`src/rtl/cas_mf_pkg.sv`:
```
package cas_mf_pkg;
  typedef enum logic {
    MF_HUNT   = 1'b0,
    MF_LOCKED = 1'b1
  } mf_state_e;
endpackage

```
`src/rtl/mfas_match.sv`:
```
// Compares the top PAT_W bits of a timeslot byte with the alignment pattern.
module mfas_match #(
  parameter int              BYTE_W  = 8,
  parameter int              PAT_W   = 4,
  parameter logic [PAT_W-1:0] PATTERN = '0
) (
  input  logic [BYTE_W-1:0] byte_in,
  output logic              hit
);
  always_comb begin
    hit = (byte_in[BYTE_W-1 -: PAT_W] == PATTERN);
  end
endmodule

```
`src/rtl/mf_frame_ctr.sv`:
```
// Position within the multiframe; clear takes priority over advance.
module mf_frame_ctr #(
  parameter int MF_LEN = 16,
  localparam int FW    = $clog2(MF_LEN)
) (
  input  logic          clk,
  input  logic          rst_n,
  input  logic          clear,
  input  logic          advance,
  output logic [FW-1:0] cnt,
  output logic          at_last
);
  logic [FW-1:0] cnt_q, cnt_d;

  always_comb begin
    cnt_d = cnt_q;
    if (clear) begin
      cnt_d = '0;
    end else if (advance) begin
      if (cnt_q == FW'(MF_LEN - 1)) cnt_d = '0;
      else                          cnt_d = cnt_q + 1'b1;
    end
  end

  always_ff @(posedge clk or negedge rst_n) begin
    if (!rst_n)                 cnt_q <= '0;
    else if (clear || advance)  cnt_q <= cnt_d;
  end

  assign cnt     = cnt_q;
  assign at_last = (cnt_q == FW'(MF_LEN - 1));
endmodule

```
`src/rtl/mf_err_ctr.sv`:
```
// Counts consecutive errored multiframes.
module mf_err_ctr #(
  parameter int LIMIT = 2,
  localparam int EW   = $clog2(LIMIT + 1)
) (
  input  logic clk,
  input  logic rst_n,
  input  logic clear,
  input  logic bump,
  output logic at_last
);
  logic [EW-1:0] err_q, err_d;

  always_comb begin
    err_d = err_q;
    if (clear)     err_d = '0;
    else if (bump) err_d = err_q + 1'b1;
  end

  always_ff @(posedge clk or negedge rst_n) begin
    if (!rst_n)             err_q <= '0;
    else if (clear || bump) err_q <= err_d;
  end

  assign at_last = (err_q == EW'(LIMIT - 1));
endmodule

```
`src/rtl/cas_mf_aligner.sv`:
```
module cas_mf_aligner #(
  parameter int MF_LEN     = 16,
  parameter int LOSS_LIMIT = 2,
  parameter int BYTE_W     = 8,
  parameter int PAT_W      = 4,
  localparam int FW        = $clog2(MF_LEN)
) (
  input  logic              clk,
  input  logic              rst_n,
  input  logic              frame_stb,
  input  logic [BYTE_W-1:0] ts16_byte,
  input  logic              bas_lock_n,
  output logic              mf_sync_n,
  output logic [FW-1:0]     mf_frame
);
  import cas_mf_pkg::*;

  mf_state_e state_q, state_d;
  logic      pat_hit;
  logic      ctr_clear, ctr_adv, ctr_last;
  logic      err_clear, err_bump, err_last;
  logic [FW-1:0] ctr_val;

  mfas_match #(.BYTE_W(BYTE_W), .PAT_W(PAT_W), .PATTERN('0)) u_match (
    .byte_in (ts16_byte),
    .hit     (pat_hit)
  );

  mf_frame_ctr #(.MF_LEN(MF_LEN)) u_fctr (
    .clk     (clk),
    .rst_n   (rst_n),
    .clear   (ctr_clear),
    .advance (ctr_adv),
    .cnt     (ctr_val),
    .at_last (ctr_last)
  );

  mf_err_ctr #(.LIMIT(LOSS_LIMIT)) u_ectr (
    .clk     (clk),
    .rst_n   (rst_n),
    .clear   (err_clear),
    .bump    (err_bump),
    .at_last (err_last)
  );

  always_comb begin
    state_d   = state_q;
    ctr_clear = 1'b0;
    ctr_adv   = 1'b0;
    err_clear = 1'b0;
    err_bump  = 1'b0;
    unique case (state_q)
      MF_HUNT: begin
        ctr_clear = 1'b1;
        err_clear = 1'b1;
        if (!bas_lock_n && frame_stb && pat_hit) state_d = MF_LOCKED;
      end
      MF_LOCKED: begin
        if (bas_lock_n) begin
          state_d   = MF_HUNT;
          ctr_clear = 1'b1;
          err_clear = 1'b1;
        end else if (frame_stb) begin
          ctr_adv = 1'b1;
          if (ctr_last) begin
            // this strobe is frame 0 of the next multiframe
            if (pat_hit) begin
              err_clear = 1'b1;
            end else if (err_last) begin
              state_d   = MF_HUNT;
              ctr_clear = 1'b1;
              err_clear = 1'b1;
            end else begin
              err_bump = 1'b1;
            end
          end
        end
      end
      default: state_d = MF_HUNT;
    endcase
  end

  always_ff @(posedge clk or negedge rst_n) begin
    if (!rst_n) state_q <= MF_HUNT;
    else        state_q <= state_d;
  end

  assign mf_sync_n = (state_q != MF_LOCKED);
  assign mf_frame  = ctr_val;
endmodule

```
`config.mk`:
```
export PLATFORM = sky130hd
export DESIGN_NAME = cas_mf_aligner
export DESIGN_NICKNAME = d
export VERILOG_FILES = /design/src/rtl/cas_mf_pkg.sv /design/src/rtl/mfas_match.sv /design/src/rtl/mf_frame_ctr.sv /design/src/rtl/mf_err_ctr.sv /design/src/rtl/cas_mf_aligner.sv
export SDC_FILE = /design/constraint.sdc
export NUM_CORES = 1
export LEC_CHECK = 0
export ABC_AREA = 1
export BUFFER_PORTS_ARGS = -buffer_cell sky130_fd_sc_hd__buf_4
export CAP_MARGIN = 40
export CORE_AREA = 2 2 39 41
export CTS_CLUSTER_DIAMETER = 150
export DETAILED_ROUTE_END_ITERATION = 12
export DIE_AREA = 0 0 41 43
export PLACE_DENSITY = 0.62
export SYNTH_ARGS = -nofsm -noshare
export SYNTH_HDL_FRONTEND = slang
export SYNTH_HIERARCHICAL = 1
export SYNTH_SLANG_ARGS = --single-unit
```
`constraint.sdc`:
```
create_clock -name clk -period 3.35 [get_ports clk]
set_clock_uncertainty 0.1 [all_clocks]
set_input_delay 0.5025 -clock clk [delete_from_list [all_inputs] [get_ports clk]]
set_output_delay 0.5025 -clock clk [all_outputs]
set_load 0.02 [all_outputs]
```
==> results.yml <==
power_and_ir_drop:
  p_seq_frac: 0.440
  combinationalPowerShare: 0.197
  p_per_area_nw_per_um2: 332.6
  power.total_w: 0.0002056
  p_sw_w: 0.00005733
  internal_power_w: 0.0001482
  p_leak_nw: 0.3405
  power_frac_clock: 0.363
  irDropWorstVdd_uv: 225.5
  switching_share: 0.2789
hold_path:
  holdCritPathClass: "flop to flop"
global_route:
  grt_usage: 0.1218
  grt_max_degree: 8
  grt_pass1_wl_mm: 1.476
  antenna_found_initial: 0
  overflow: 0
  grt_pass1_vias: 403
sta:
  post-route-min-period_ps: 1973
  hold_viol_final: 0
  fin_crit_sh: 0.5891
  max_freq_ghz: 0.5068
  rsz0062_at_grt: "false"
  fin_tns_setup_ps: 0
  whs_ps: 413.7
  drv_slew: 0
  worst_pin_slew_ps: 508.3
  slew_headroom: 0.6576
  setup_viol: 0
drt:
  wl_um: 880
  drc: 0
  first_iter_violations: 3
  vias: 429
  firstDrtPassIters: 4
  routedWlPerCell_um: 8.889
  post_drt_via_cell_ratio: 4.333
  ant_nets: 0
logic_synthesis:
  ys_types: 18
  syn-cell-area_sq_um: 470.5
  syn_nets: 80
  synth_top_area_cell: "dfrtp_1"
  synthTopCellsByArea: "dfrtp_1, nand2_1, inv_1"
  syn_area_per_cell_sq_um: 7.128
  ys_seq_area_frac: 0.3723
  ys_seq_elements: 7
  synth_top_area_share: 0.3723
  syn_inst: 66
  yosysWarnings: 6
clocking:
  clock_sinks: 7
  post_cts.repair.setup_buffers: 0
  cts_max_level: 1
  path_clk_slew_ps: 60
  cts_buffers: 3
  clock_latency_ps: 250
  cts_tree: "done"
  clock-root-buffer: "clkbuf_4"
  clk_path_buf_depth: 2
cells_and_area:
  area_growth_syn_to_layout_pct: 31.38
  drive_gt1_frac: 0.3133
  fin_nets: 98
  fin_area_sq_um: 618.1
  n_antenna_cell: 0
worst_setup_path:
  cp.required_ps: 3380
  crit_arrival_ps: 2000
  crit_path_start_kind: "flop"
  endpoint_kind: "flop"
  crit_type: "flop to flop"
  r2r_slack_ps: 1380
  crit_fanout: 6
die:
  start_util: 0.3400
  die_y_um: 43
  die_area_sq_um: 1763
  die_w_um: 41
  io_pins: 17
  core_area_sq_um: 1384
  num_rows: 14
place:
  globalplace.congestion: 0.6992
  numPortBuffers: 12
  place_area_sq_um: 580.6
  hpwl_um: 726.5
flow_run:
  cap_viol_max_count: 0
outcome:
  status: "completed"
-- metrics by stage --
stage	std cells	util	setup slack, ps
floorplan	66	-	1462
global placement	94	0.4195	1377
detailed placement	94	0.4195	1377
CTS	99	0.4467	1354
global route	99	0.4467	1169
finish	99	0.4467	1377
-- area by class of cell --
cell class              instances  area (sq um)
clock buffers                   3         22.52
flip-flops and latches          7         175.2
repair buffers                 13         100.1
well taps                      16         20.02
clock inverters                 1         5.005
multi-input cells              44         239.0
fillers                       153         765.7
inverters                      15         56.30
-- worst max-delay path: stages (launching register included) --
cell and delay, ps:
dfrtp_1 430, ha_1 220, nand3_2 90, inv_1 60
nand2_1 90, o21ai_0 450, nor2_1 170, a22o_1 240
-- cell usage after synthesis (all sizes together) --
library cell / n
nand2: 17
inv: 15
nor2: 12
dfrtp: 7
nand3: 5
o21ai: 3
ha: 2
a21oi: 1
a22o: 1
nand4: 1
nor3: 1
o21bai: 1
-- state kept, by name, summed over array words and instances, names as in the netlist --
name	flops
u_ectr/err_q	2
u_fctr/cnt	4
state_q	1
-- cell usage in the layout, fill, tap and decap left out, drive strengths merged --
cell type | netlist | final
nand2 | 17 | 17
inv | 15 | 15
buf | 0 | 12
nor2 | 12 | 12
dfrtp | 7 | 7
nand3 | 5 | 5
clkbuf | 0 | 3
o21ai | 3 | 3
ha | 2 | 2
nor3 | 1 | 1
clkinv | 0 | 1
dlygate4sd3 | 0 | 1
o21bai | 1 | 1
a21oi | 1 | 1
a22o | 1 | 1
nand4 | 1 | 1
-- per-layer routing --
layer	up-vias	wire, um	global-route usage
li1	234	-	-
met1	185	392	0.1367
met2	10	436	0.2063
met3	0	52	0.02094
met4	0	0	0.06000
met5	-	0	0
-- logic make-up (layout without fill, tap and decap cells) --
family          Yosys count  after routing  synth area share
simple gates             36             36            0.3776
buf+inv                  15             32            0.1197
flops                     7              7            0.3723
compound gates            6              6           0.07712
fa+ha+maj                 2              2           0.05318
-- power groups by stage --
stage          Sequential, W  Combinational, W  Clock [W]
6_report           0.0000904         0.0000405  0.0000747
2_1_floorplan      0.0000915         0.0000239          0
3_5_place_dp       0.0000918         0.0000405          0
4_1_cts            0.0000905         0.0000415  0.0000791
5_1_grt            0.0000903         0.0000454  0.0000840
3_3_place_gp       0.0000917         0.0000402          0
-- worst paths after layout --
| check | cells after the start | endpoint | start |
|---|---|---|---|
| setup / recovery | 7 | u_fctr/cnt[1] | u_fctr/cnt[0] |
| hold reg to reg | 2 | u_ectr/err_q[1] | u_ectr/err_q[1] |
| setup reg to reg | 7 | u_fctr/cnt[1] | u_fctr/cnt[0] |
| min in group asynchronous | 2 | u_fctr/cnt[0] | rst_n |
| hold / removal | 2 | u_ectr/err_q[1] | u_ectr/err_q[1] |
| max in group asynchronous | 2 | state_q | rst_n |
-- what timing repair did --
action	CTS	global route
resized for setup	0	0
endpoints found under the hold margin	7	0
hold buffers	1	0
No activity file was read; power rests on OpenSTA's default activity.
